$ cat config.mk
export PLATFORM = sky130hd
export DESIGN_NAME = env_pair
export DESIGN_NICKNAME = d
export VERILOG_FILES = /design/src/rtl/env_pkg.sv /design/src/rtl/env_rate_sel.sv /design/src/rtl/env_level_step.sv /design/src/rtl/env_op.sv /design/src/rtl/env_pair.sv
export SDC_FILE = /design/constraint.sdc
export NUM_CORES = 1
export LEC_CHECK = 0
export BUFFER_PORTS_ARGS = -buffer_cell sky130_fd_sc_hd__buf_4
export CORE_UTILIZATION = 60
export CTS_CLUSTER_SIZE = 14
export DETAILED_ROUTE_END_ITERATION = 16
export PLACE_DENSITY_LB_ADDON = 0.2
export SLEW_MARGIN = 20
export SYNTH_ARGS = -nofsm -noshare
export SYNTH_HDL_FRONTEND = slang
export SYNTH_SLANG_ARGS = --single-unit
$ cat constraint.sdc
create_clock -name clk -period 2.05 [get_ports clk]
set_clock_uncertainty 0.2 [all_clocks]
set_input_delay 0.41 -clock clk [delete_from_list [all_inputs] [get_ports clk]]
set_output_delay 0.41 -clock clk [all_outputs]
set_load 0.03 [all_outputs]
$ cat src/rtl/env_pkg.sv
package env_pkg;

  localparam int RATE_W = 4;

  // release rate forced by the channel sustain override
  localparam logic [RATE_W-1:0] CHAN_SUS_RATE = 4'd5;

  typedef enum logic [2:0] {
    ENV_IDLE    = 3'd0,
    ENV_ATTACK  = 3'd1,
    ENV_DECAY   = 3'd2,
    ENV_SUSTAIN = 3'd3,
    ENV_RELEASE = 3'd4
  } env_state_e;

endpackage

$ cat src/rtl/env_rate_sel.sv
module env_rate_sel
  import env_pkg::*;
#(
  parameter int LVL_W     = 7,
  parameter int RATE_GAIN = 1,
  localparam int STEP_W   = LVL_W + 1
) (
  input  env_state_e        phase,
  input  logic [RATE_W-1:0] ar,
  input  logic [RATE_W-1:0] dr,
  input  logic [RATE_W-1:0] sl,
  input  logic [RATE_W-1:0] rr,
  input  logic              chan_sus,
  output logic [STEP_W-1:0] step,
  output logic [LVL_W-1:0]  limit,
  output logic              up
);

  localparam int SL_SHIFT = LVL_W - RATE_W;
  localparam logic [31:0] STEP_MAX = 32'((1 << STEP_W) - 1);
  localparam logic [LVL_W-1:0] LVL_MAX = {LVL_W{1'b1}};

  logic [RATE_W-1:0] rate;
  logic [RATE_W-1:0] rel_rate;
  logic [LVL_W-1:0]  sus_target;
  logic [31:0]       prod;

  assign rel_rate   = chan_sus ? CHAN_SUS_RATE : rr;
  assign sus_target = {sl, {SL_SHIFT{1'b0}}};

  always_comb begin
    rate  = '0;
    limit = LVL_MAX;
    up    = 1'b1;
    unique case (phase)
      ENV_ATTACK: begin
        rate  = ar;
        limit = '0;
        up    = 1'b0;
      end
      ENV_DECAY: begin
        rate  = dr;
        limit = sus_target;
      end
      ENV_RELEASE: begin
        rate  = rel_rate;
      end
      default: begin
        rate  = '0;
      end
    endcase
  end

  assign prod = 32'(rate) * 32'(RATE_GAIN);
  assign step = (prod > STEP_MAX) ? STEP_MAX[STEP_W-1:0] : prod[STEP_W-1:0];

endmodule

$ cat src/rtl/env_level_step.sv
module env_level_step #(
  parameter int LVL_W  = 7,
  parameter int STEP_W = LVL_W + 1
) (
  input  logic [LVL_W-1:0]  cur,
  input  logic [STEP_W-1:0] step,
  input  logic [LVL_W-1:0]  limit,
  input  logic              up,
  output logic [LVL_W-1:0]  nxt,
  output logic              reached
);

  localparam int EXT_W = STEP_W + 1;

  logic [EXT_W-1:0] cur_x;
  logic [EXT_W-1:0] step_x;
  logic [EXT_W-1:0] lim_x;
  logic [EXT_W-1:0] sum_x;
  logic [EXT_W-1:0] dif_x;

  always_comb begin
    cur_x  = EXT_W'(cur);
    step_x = EXT_W'(step);
    lim_x  = EXT_W'(limit);
    sum_x  = cur_x + step_x;
    dif_x  = cur_x - step_x;
    if (up) begin
      reached = (cur >= limit);
      nxt     = (sum_x >= lim_x) ? limit : sum_x[LVL_W-1:0];
    end else begin
      reached = (cur <= limit);
      nxt     = (cur_x >= lim_x + step_x) ? dif_x[LVL_W-1:0] : limit;
    end
  end

endmodule

$ cat src/rtl/env_op.sv
module env_op
  import env_pkg::*;
#(
  parameter int LVL_W     = 7,
  parameter int RATE_GAIN = 1
) (
  input  logic              clk,
  input  logic              rst_n,
  input  logic              is_mod,
  input  logic              key_on,
  input  logic              key_off,
  input  logic [RATE_W-1:0] ar,
  input  logic [RATE_W-1:0] dr,
  input  logic [RATE_W-1:0] sl,
  input  logic [RATE_W-1:0] rr,
  input  logic              hold,
  input  logic              chan_sus,
  output logic [LVL_W-1:0]  level,
  output logic [2:0]        state
);

  localparam int STEP_W = LVL_W + 1;
  localparam logic [LVL_W-1:0] LVL_MAX = {LVL_W{1'b1}};

  env_state_e        st_q, st_d;
  logic [LVL_W-1:0]  lvl_q, lvl_d;
  logic [STEP_W-1:0] step;
  logic [LVL_W-1:0]  limit;
  logic              up;
  logic [LVL_W-1:0]  lvl_nxt;
  logic              reached;
  logic              rel_ok;
  logic              active;

  env_rate_sel #(.LVL_W(LVL_W), .RATE_GAIN(RATE_GAIN)) u_rate (
    .phase    (st_q),
    .ar       (ar),
    .dr       (dr),
    .sl       (sl),
    .rr       (rr),
    .chan_sus (chan_sus),
    .step     (step),
    .limit    (limit),
    .up       (up)
  );

  env_level_step #(.LVL_W(LVL_W), .STEP_W(STEP_W)) u_step (
    .cur     (lvl_q),
    .step    (step),
    .limit   (limit),
    .up      (up),
    .nxt     (lvl_nxt),
    .reached (reached)
  );

  // a held modulator never enters release on key-off
  assign rel_ok = !(is_mod && hold);
  assign active = (st_q == ENV_ATTACK) || (st_q == ENV_DECAY) ||
                  (st_q == ENV_SUSTAIN);

  always_comb begin
    st_d  = st_q;
    lvl_d = lvl_q;
    if (key_on) begin
      st_d = ENV_ATTACK;
    end else if (key_off && rel_ok && active) begin
      st_d = ENV_RELEASE;
    end else begin
      unique case (st_q)
        ENV_ATTACK: begin
          if (reached) st_d = ENV_DECAY;
          else         lvl_d = lvl_nxt;
        end
        ENV_DECAY: begin
          if (reached) st_d = hold ? ENV_SUSTAIN : ENV_RELEASE;
          else         lvl_d = lvl_nxt;
        end
        ENV_RELEASE: begin
          if (reached) st_d = ENV_IDLE;
          else         lvl_d = lvl_nxt;
        end
        default: begin
          st_d  = st_q;
        end
      endcase
    end
  end

  always_ff @(posedge clk or negedge rst_n) begin
    if (!rst_n) begin
      st_q  <= ENV_IDLE;
      lvl_q <= LVL_MAX;
    end else begin
      st_q  <= st_d;
      lvl_q <= lvl_d;
    end
  end

  assign level = lvl_q;
  assign state = st_q;

  // IDLE is only ever seen at full attenuation
  p_idle_silent_r10: assert property (@(posedge clk) disable iff (!rst_n)
    (st_q == ENV_IDLE) |-> (lvl_q == LVL_MAX));

  // attack never raises the attenuation
  p_attack_falls_r2: assert property (@(posedge clk) disable iff (!rst_n)
    (st_q == ENV_ATTACK && !key_on && !(key_off && rel_ok))
      |=> (lvl_q <= $past(lvl_q)));

  // decay never lowers the attenuation
  p_decay_rises_r3: assert property (@(posedge clk) disable iff (!rst_n)
    (st_q == ENV_DECAY && !key_on) |=> (lvl_q >= $past(lvl_q)));

  // release never lowers the attenuation
  p_release_rises_r6: assert property (@(posedge clk) disable iff (!rst_n)
    (st_q == ENV_RELEASE && !key_on) |=> (lvl_q >= $past(lvl_q)));

  // key-on enters attack with no level jump
  p_keyon_attack_r11: assert property (@(posedge clk) disable iff (!rst_n)
    key_on |=> (st_q == ENV_ATTACK && lvl_q == $past(lvl_q)));

  // a held modulator is never pushed into release
  p_mod_hold_r8: assert property (@(posedge clk) disable iff (!rst_n)
    (is_mod && hold && !key_on && st_q != ENV_RELEASE)
      |=> (st_q != ENV_RELEASE));

endmodule

$ cat src/rtl/env_pair.sv
module env_pair
  import env_pkg::*;
#(
  parameter int LVL_W     = 7,
  parameter int RATE_GAIN = 1
) (
  input  logic              clk,
  input  logic              rst_n,
  input  logic              key_on,
  input  logic              key_off,
  input  logic              chan_sus,
  input  logic [RATE_W-1:0] mod_ar,
  input  logic [RATE_W-1:0] mod_dr,
  input  logic [RATE_W-1:0] mod_sl,
  input  logic [RATE_W-1:0] mod_rr,
  input  logic              mod_hold,
  input  logic [RATE_W-1:0] car_ar,
  input  logic [RATE_W-1:0] car_dr,
  input  logic [RATE_W-1:0] car_sl,
  input  logic [RATE_W-1:0] car_rr,
  input  logic              car_hold,
  output logic [LVL_W-1:0]  mod_level,
  output logic [2:0]        mod_state,
  output logic [LVL_W-1:0]  car_level,
  output logic [2:0]        car_state
);

  localparam int NUM_OPS = 2;
  localparam int SYNC_W  = 2;

  logic [SYNC_W-1:0] rst_sync_q;
  logic              rst_core_n;

  always_ff @(posedge clk or negedge rst_n) begin
    if (!rst_n) rst_sync_q <= '0;
    else        rst_sync_q <= {rst_sync_q[SYNC_W-2:0], 1'b1};
  end
  assign rst_core_n = rst_sync_q[SYNC_W-1];

  logic [NUM_OPS-1:0][RATE_W-1:0] ar_a, dr_a, sl_a, rr_a;
  logic [NUM_OPS-1:0]             hold_a;
  logic [NUM_OPS-1:0][LVL_W-1:0]  lvl_a;
  logic [NUM_OPS-1:0][2:0]        st_a;

  assign ar_a   = {car_ar, mod_ar};
  assign dr_a   = {car_dr, mod_dr};
  assign sl_a   = {car_sl, mod_sl};
  assign rr_a   = {car_rr, mod_rr};
  assign hold_a = {car_hold, mod_hold};

  for (genvar g = 0; g < NUM_OPS; g++) begin : g_op
    env_op #(.LVL_W(LVL_W), .RATE_GAIN(RATE_GAIN)) u_op (
      .clk      (clk),
      .rst_n    (rst_core_n),
      .is_mod   ((g == 0) ? 1'b1 : 1'b0),
      .key_on   (key_on),
      .key_off  (key_off),
      .ar       (ar_a[g]),
      .dr       (dr_a[g]),
      .sl       (sl_a[g]),
      .rr       (rr_a[g]),
      .hold     (hold_a[g]),
      .chan_sus (chan_sus),
      .level    (lvl_a[g]),
      .state    (st_a[g])
    );
  end

  assign mod_level = lvl_a[0];
  assign mod_state = st_a[0];
  assign car_level = lvl_a[1];
  assign car_state = st_a[1];

endmodule

==> results of run 1 <==
[cells by family after synthesis]
| kind of cell | synth area share (%) |
|---|---|
| XOR/XNOR | 3.85 |
| AO/OA/AOI/OAI | 26.4 |
| adder cells (fa/ha/maj) | 24.5 |
| AND/OR/NAND/NOR | 21.9 |
| other | 0.0970 |
| buffers and inverters | 6.24 |
| flip-flops | 14.7 |
| multiplexers | 2.39 |
[stage by stage]
step	setup TNS, ns	utilization (%)	hold slack [ns]	cell area, sq um	worst slack, ns
after detailed placement	-35.09	97.5	-0.000853	5910	-2.14
after global placement	-29.47	97.5	-0.00754	5910	-1.85
after floorplan	-27.65	-	-0.0856	4320	-1.86
==> results.md, run 1 <==
* Row cnt at 28
* Cell Count Post-Placement at between 700 and 800
* Hold_buf cts at 1
* Setup Buffers After CTS at 34
* Stage reached: clock tree synthesis (4_1_cts)
* Post-synth EDFFs at 0
* Detailed Place HPWL at roughly 16 mm
* Most used DFF post-synth: dfstp_2
* Root buffer cell: clkbuf_8
* Dominant cell type by area after synthesis: ha_1
* Post-CTS sizing at around 130
* CTS sink cnt at 22
* Initial Utilization at between 60% and 70%
* Most frequent cell after synthesis: ha_1
* Synth Cell Area at about 3900 sq um
* Overall die height at slightly above 80 um
* Synth cell count leaders: 66 x ha_1, 50 x nor2_1, 38 x inv_1
* Synth cell types at between 70 and 80
* Err: [ERROR DPL-0038] Utilization greater than 100%, impossible to legalize
* I/O Pins at slightly below 60
* GPL Wtd Cong at slightly above 1
* Avg Inst Size Synth at 8.04 sq um
* Die W at slightly above 80 um
* Top cells by area, synth: ha_1 21%, dfstp_2 9.5%, dfrtp_1 5.2%
* FFs w/ async S/R, synth at 100%
* Status: did not finish
* Ys Warns at 0
* Net Count, Synth at between 500 and 600
* Sequential fraction of the synthesis area at around 15%
* Maximum root-to-sink buffer count at 2
* Number of synthesized register bits at 22
* H-tree depth at 1
* # port buffers at 58
* CTS Buf Count at 3
* Synth top area share at approximately a fifth
* Mapped Cells at between 400 and 500
==> run 2: changes to the inputs <==
Settings changed: CORE_UTILIZATION 60 to 40, CTS_CLUSTER_SIZE 14 to default, PLACE_DENSITY_LB_ADDON 0.2 to 0.15.
==> results.md, run 2 <==
* Arrival time worst endpoint at roughly 4 ns
* Worst flop-to-flop path endpoint: g_op[1].u_op.level[6]
* Status: finished with violations (was did not finish)
* Pin count of the biggest net entering global routing at 15
* Top cells by area, synth: ha_1 21%, dfstp_2 9.5%, dfrtp_1 5.2% (unchanged)
* Worst r2r path cells at 19
* Maxcap violations at 0
* First-pass GRT wire length at about 22 mm
* Post-route setup TNS at -31.11 ns
* Vias at 4629
* Core footprint at just over 9000 sq um
* Tot GR Track Use at between 20 and 30%
* Vias in the first global route at around 4.6k
* Total iterations of the first detailed-routing run at 5
* Crit Path Category: flop to flop
* Setup violations, final at 20
* Max reg flops at 14
* Wirelength per Cell at 16.5 um
* Net Count, Synth at 592 (unchanged)
* Fin. max-slew vios at 0
* Area growth syn-to-layout at 78.1%
* Ratio of final minimum period to clock period at 195%
* Critical-path maximum fanout at 5
* Layout Nets at 840
* Synth top area share at 21.4% (unchanged)
* H-tree depth at 1 (unchanged)
* Post-synth EDFFs at 0 (unchanged)
* # port buffers at 58 (unchanged)
* Worst EP required at a little over 2 ns
* Failing checks: negative setup slack
* R2R Path Start: g_op[1].u_op.state[0]
* I/O Pins at 59 (unchanged)
* Share of post-route cells with drive strength above 1 at 59.8%
* Synth Cell Area at 3870 sq um (unchanged)
* Worst Tran Pin Value at 0.663 ns
* Detailed Place HPWL at 10.7 mm (was 15.6 mm)
* Maximum root-to-sink buffer count at 2 (unchanged)
* Number of synthesized register bits at 22 (unchanged)
* Post-layout min period at 4.00 ns
* Avg Inst Size Synth at 8.04 sq um (unchanged)
* FF-to-FF setup slack at -1.95 ns
* CP Capture Type: flop
* Initial Utilization at 41.7% (was 63.8%)
* Total wire length at roughly 14 mm
* Row cnt at 35 (was 28)
* Sequential fraction of the synthesis area at 14.7% (unchanged)
* Critical path endpoint: g_op[1].u_op.level[6]
* Skew-Pair Late Insertion Delay at 0.28 ns
* Worst setup path start: g_op[1].u_op.state[0]
* GPL Wtd Cong at 0.921 (was 1.02)
* Drc violations at 0
* Die W at 100 um (was 82.3 um)
* Final hold vios at 0
* Mapped Cells at 481 (unchanged)
* Most frequent cell after synthesis: ha_1 (unchanged)
* Peak Freq at about 0.25 GHz
* Drt via density at approximately 5.4
* CP startpoint kind: flop
* CTS Buf Count at 3 (unchanged)
* Dominant cell type by area after synthesis: ha_1 (unchanged)
* Min Hold Slack at roughly 0.080 ns
* Worst hold path type: flop to async pin
* Post-route ant nets at 0
* Inserted Diodes at 0
* Synth cell types at 73 (unchanged)
* RSZ-0062 raised after global routing: yes
* Ys Warns at 0 (unchanged)
* Overall die height at 100 um (was 82.3 um)
* Die footprint at about 10000 sq um
* Commonest non-fill, non-tap cell in the layout: buf_4
* Slew Limit Headroom at 55.8%
* # fillers at between 600 and 700
* Most frequent cells in the layout: 234 x buf_4, 48 x ha_1, 31 x nor2_1
* Root buffer cell: clkbuf_8 (unchanged)
* CTS clock-pin slew for the worst setup and hold paths at 0.10 ns
* 1st-iter DRT viols at 292
* Most used DFF post-synth: dfstp_2 (unchanged)
* CTS tree: yes
* Initial antenna violation count at 0
* Grt total ovfl at 0
* Final worst slack at -1.95 ns
* Synth cell count leaders: 66 x ha_1, 50 x nor2_1, 38 x inv_1 (unchanged)
* FFs w/ async S/R, synth at 100% (unchanged)
* CTS sink cnt at 22 (unchanged)
==> run 2: worst min path at each step <==
stage                       start                     to  slack (ns)  cells after the start
floorplan                   rst_n          rst_sync_q[0]       -0.09                      0
global placement            rst_n          rst_sync_q[0]      -0.008                      1
detailed placement          rst_n          rst_sync_q[1]      -0.007                      1
CTS                 rst_sync_q[1]  g_op[1].u_op.state[1]        0.09                      0
global route               key_on  g_op[1].u_op.state[2]        0.12                      2
finish              rst_sync_q[1]  g_op[1].u_op.state[0]        0.08                      0
==> run 2: logic make-up (layout without fill, tap and decap cells) <==
group / after synthesis / after routing / share of synthesized area [%]
and+or+nand+nor: 160 / 161 / 21.9
adders and majority gates: 72 / 72 / 24.5
DFF: 22 / 22 / 14.7
muxes: 8 / 8 / 2.39
xor gates and xnor gates: 17 / 17 / 3.85
AOI/OAI and AO/OA: 148 / 148 / 26.4
buffers and inverters: 53 / 299 / 6.24
other: 1 / 1 / 0.0970
==> run 2: critical path, stage by stage, from the launching register on <==
cell and delay (ns):
dfrtp_2 0.45, or2b_1 0.27, nor2_4 0.17, buf_6 0.12
nor2_4 0.05, buf_4 0.14, ha_1 0.33, a21oi_2 0.09
buf_4 0.13, buf_4 0.12, buf_4 0.12, buf_4 0.12
buf_4 0.12, xor2_1 0.14, ha_1 0.28, o211ai_1 0.11
o21ai_2 0.23, or4b_4 0.50, o311ai_4 0.08, a22o_1 0.16
==> run 2: layout make-up <==
cell class / instances / area [sq um] / area share, %
Timing Repair Buffer: 257 / 2020 / 29.4
Clock inverter: 1 / 30.0 / 0.436
Inverter: 38 / 158 / 2.29
Tap cell: 129 / 161 / 2.34
Sequential cell: 22 / 576 / 8.36
Multi-Input combinational cell: 407 / 3900 / 56.6
Clock buffer: 3 / 41.3 / 0.600
==> run 2: what timing repair did <==
item / in CTS / in global routing
gates resized for setup: 73 / 50
pin swaps: 59 / 51
buffers inserted: 31 / 22
hold buffers: 1 / 0
setup endpoints to repair: 20 / 20
cloned: 1 / 1
hold endpoints to repair: 2 / 0
==> run 2: metal layers <==
layer	wire, um	global-route usage, %
met1	6490	38.4
met5	0	0
met4	231	4.91
met2	6850	48.4
met3	552	2.79
==> run 2: stage by stage <==
step                util, %  instance area (sq um)  std cells  worst slack [ns]
floorplan                 -                   4320        481             -1.86
global placement       63.9                   5930        805             -1.86
detailed placement     63.9                   5930        805             -1.92
CTS                    70.7                   6570        841             -1.84
global route           74.2                   6890        857             -2.09
finish                 74.2                   6890        857             -1.95
Power of run 2 is left out: the tool's default activity adds up to more than one toggle a clock period on the data nets, which glitch-free logic cannot reach.
==> run 3: changes to the inputs <==
Settings changed: ABC_AREA from default to 1.
==> results.md, run 3 <==
* Status: finished with violations (unchanged)
* Failing checks: negative setup slack (unchanged)
* Worst hold path type: flop to async pin (unchanged)
* Grt total ovfl at 0 (unchanged)
* CTS clock-pin slew for the worst setup and hold paths at 0.10 ns (about the same)
* Total wire length at 15.2 mm (was 14.1 mm)
* Total iterations of the first detailed-routing run at 5 (unchanged)
* Die W at 102 um (was 100 um)
* Dominant cell type by area after synthesis: ha_1 (unchanged)
* GPL Wtd Cong at 1.01 (was 0.921)
* Vias at 4940 (was 4629)
* First-pass GRT wire length at 22.9 mm (was 22.4 mm)
* H-tree depth at 1 (unchanged)
* Ratio of final minimum period to clock period at 168% (was 195%)
* CTS tree: yes (unchanged)
* CP Capture Type: flop (unchanged)
* Synth cell count leaders: 195 x nand2_1, 81 x inv_1, 66 x ha_1 (was 66 x ha_1, 50 x nor2_1, 38 x inv_1)
* Vias in the first global route at 4737 (was 4551)
* Max reg flops at 14 (unchanged)
* Drc violations at 0 (unchanged)
* Cell Count, Final, Fillers Out at 961 (was 857)
* Ys Warns at 0 (unchanged)
* Slew Limit Headroom at 61.3% (was 55.8%)
* Row cnt at 36 (was 35)
* Number of synthesized register bits at 22 (unchanged)
* Layout Nets at 940 (was 840)
* Area growth syn-to-layout at 74.1% (was 78.1%)
* Final worst slack at -1.40 ns (was -1.95 ns)
* # port buffers at 58 (unchanged)
* Commonest non-fill, non-tap cell in the layout: buf_4 (unchanged)
* Post-layout min period at 3.45 ns (was 4.00 ns)
* Core footprint at 9730 sq um (was 9280 sq um)
* Top cells by area, synth: ha_1 21%, nand2_1 18%, dfstp_2 9.2% (was ha_1 21%, dfstp_2 9.5%, dfrtp_1 5.2%)
* Worst EP required at 2.07 ns (about the same)
* Most frequent cells in the layout: 192 x buf_4, 155 x nand2_1, 57 x inv_1 (was 234 x buf_4, 48 x ha_1, 31 x nor2_1)
* Critical-path maximum fanout at 5 (unchanged)
* 1st-iter DRT viols at 270 (was 292)
* Post-route ant nets at 0 (unchanged)
* Sequential fraction of the synthesis area at 14.2% (was 14.7%)
* Maxcap violations at 0 (unchanged)
* Avg Inst Size Synth at 6.55 sq um (was 8.04 sq um)
* Worst Tran Pin Value at 0.580 ns (was 0.663 ns)
* Synth cell types at 37 (was 73)
* Synth top area share at 20.6% (was 21.4%)
* Most used DFF post-synth: dfstp_2 (unchanged)
* Register Area at 576 sq um (unchanged)
* Final hold vios at 0 (unchanged)
* Inserted Diodes at 0 (unchanged)
* Maximum root-to-sink buffer count at 2 (unchanged)
* FFs w/ async S/R, synth at 100% (unchanged)
* Initial antenna violation count at 0 (unchanged)
* # fillers at 727 (was 673)
* Root buffer cell: clkbuf_8 (unchanged)
* Initial Utilization at 41.2% (was 41.7%)
* I/O Pins at 59 (unchanged)
* Pin count of the biggest net entering global routing at 13 (was 15)
* Most frequent cell after synthesis: nand2_1 (was ha_1)
* Drt via density at 5.14 (was 5.40)
* Setup violations, final at 20 (unchanged)
* Arrival time worst endpoint at 3.47 ns (was 4.01 ns)
* Post-synth EDFFs at 0 (unchanged)
* Cell Count Post-Placement at 925 (was 805)
* CTS Buf Count at 3 (unchanged)
* Overall die height at 102 um (was 100 um)
* Tot GR Track Use at 28.6% (was 28.1%)
* Net Count, Synth at 723 (was 592)
* Die footprint at 10400 sq um (was 10100 sq um)
* CP startpoint kind: flop (unchanged)
* Fin. max-slew vios at 0 (unchanged)
* Synth Cell Area at 4010 sq um (was 3870 sq um)
* Mapped Cells at 612 (was 481)
* Multi-input logic area at 3960 sq um (was 3900 sq um)
* CTS sink cnt at 22 (unchanged)
* Crit Path Category: flop to flop (unchanged)
* RSZ-0062 raised after global routing: yes (unchanged)
* Detailed Place HPWL at 11.8 mm (was 10.7 mm)
* Wirelength per Cell at 15.8 um (was 16.5 um)
* Skew-Pair Late Insertion Delay at 0.28 ns (about the same)
* Peak Freq at 0.290 GHz (was 0.250 GHz)
* Share of post-route cells with drive strength above 1 at 54.0% (was 59.8%)
-- run 3: per-layer routing --
layer	vias to the layer above	wire (um)	GRT usage (%)
li1	2421	-	-
met1	2308	6430	37.0
met2	172	7380	50.0
met3	39	919	4.51
met4	0	445	5.82
met5	-	0	0
-- run 3: layout make-up --
cell class / instances / share of cell area (%)
Clock buffer: 4 / 0.646
Inverter: 103 / 6.12
Multi-Input combinational cell: 478 / 56.7
Sequential cell: 22 / 8.25
Tap cell: 133 / 2.39
Timing Repair Buffer: 221 / 25.9
-- run 3: path summary, 6_finish.rpt --
check                                      startpoint                    end  slack (ns)  cells past startpoint
max in group asynchronous               rst_sync_q[1]  g_op[0].u_op.level[6]        0.98                      1
worst min-delay path                    rst_sync_q[1]  g_op[1].u_op.state[1]        0.04                      0
worst max-delay path            g_op[1].u_op.state[0]  g_op[1].u_op.level[5]       -1.40                     20
worst min register to register          rst_sync_q[1]  g_op[1].u_op.state[1]        0.04                      0
min in group clk                        rst_sync_q[0]          rst_sync_q[1]        0.16                      0
worst max register to register  g_op[1].u_op.state[0]  g_op[1].u_op.level[5]       -1.40                     20
-- run 3: per-stage QoR --
| stage | setup TNS [ns] | util [%] | worst slack [ns] | instance area [sq um] | hold WS [ns] |
|---|---|---|---|---|---|
| floorplan | -18.08 | - | -1.18 | 4380 | -0.0856 |
| global placement | -22.61 | 60.7 | -1.46 | 5900 | -0.00489 |
| detailed placement | -23.83 | 60.7 | -1.52 | 5900 | -0.00552 |
| CTS | -20.77 | 67.1 | -1.29 | 6530 | 0.0531 |
| global route | -25.10 | 71.7 | -1.57 | 6980 | 0.0751 |
| finish | -21.84 | 71.7 | -1.40 | 6980 | 0.0370 |
-- run 3: what timing repair did --
item / CTS / global route
setup buffers: 17 / 16
hold endpoints to repair: 2 / 0
gates cloned: 0 / 0
endpoints found under the setup margin: 20 / 20
hold buffers: 1 / 0
gates resized for setup: 101 / 75
pin swaps: 61 / 76
-- run 3: cell families after synthesis --
logic type      after synthesis  share of synthesized area (%)
fa+ha+maj                    72                           23.6
simple gates                320                           36.1
compound gates               65                           10.5
flops                        22                           14.2
xor+xnor                     20                           4.37
buf+inv                     112                           11.2
other cells                   1                         0.0936
-- run 3: worst max-delay path: stages (launching register included) --
cell      delay, ns
dfrtp_2        0.44
buf_6          0.14
nand3_4        0.11
inv_8          0.06
a221oi_4       0.37
inv_2          0.14
buf_6          0.15
ha_4           0.15
a21oi_4        0.19
or2_1          0.14
nand3_2        0.09
xor2_2         0.18
inv_2          0.06
ha_4           0.16
a21oi_4        0.21
nand3_4        0.13
buf_12         0.15
nand2_2        0.05
nand2_1        0.06
nor2_1         0.11
a21oi_1        0.07
Power of run 3 is left out for the same reason.
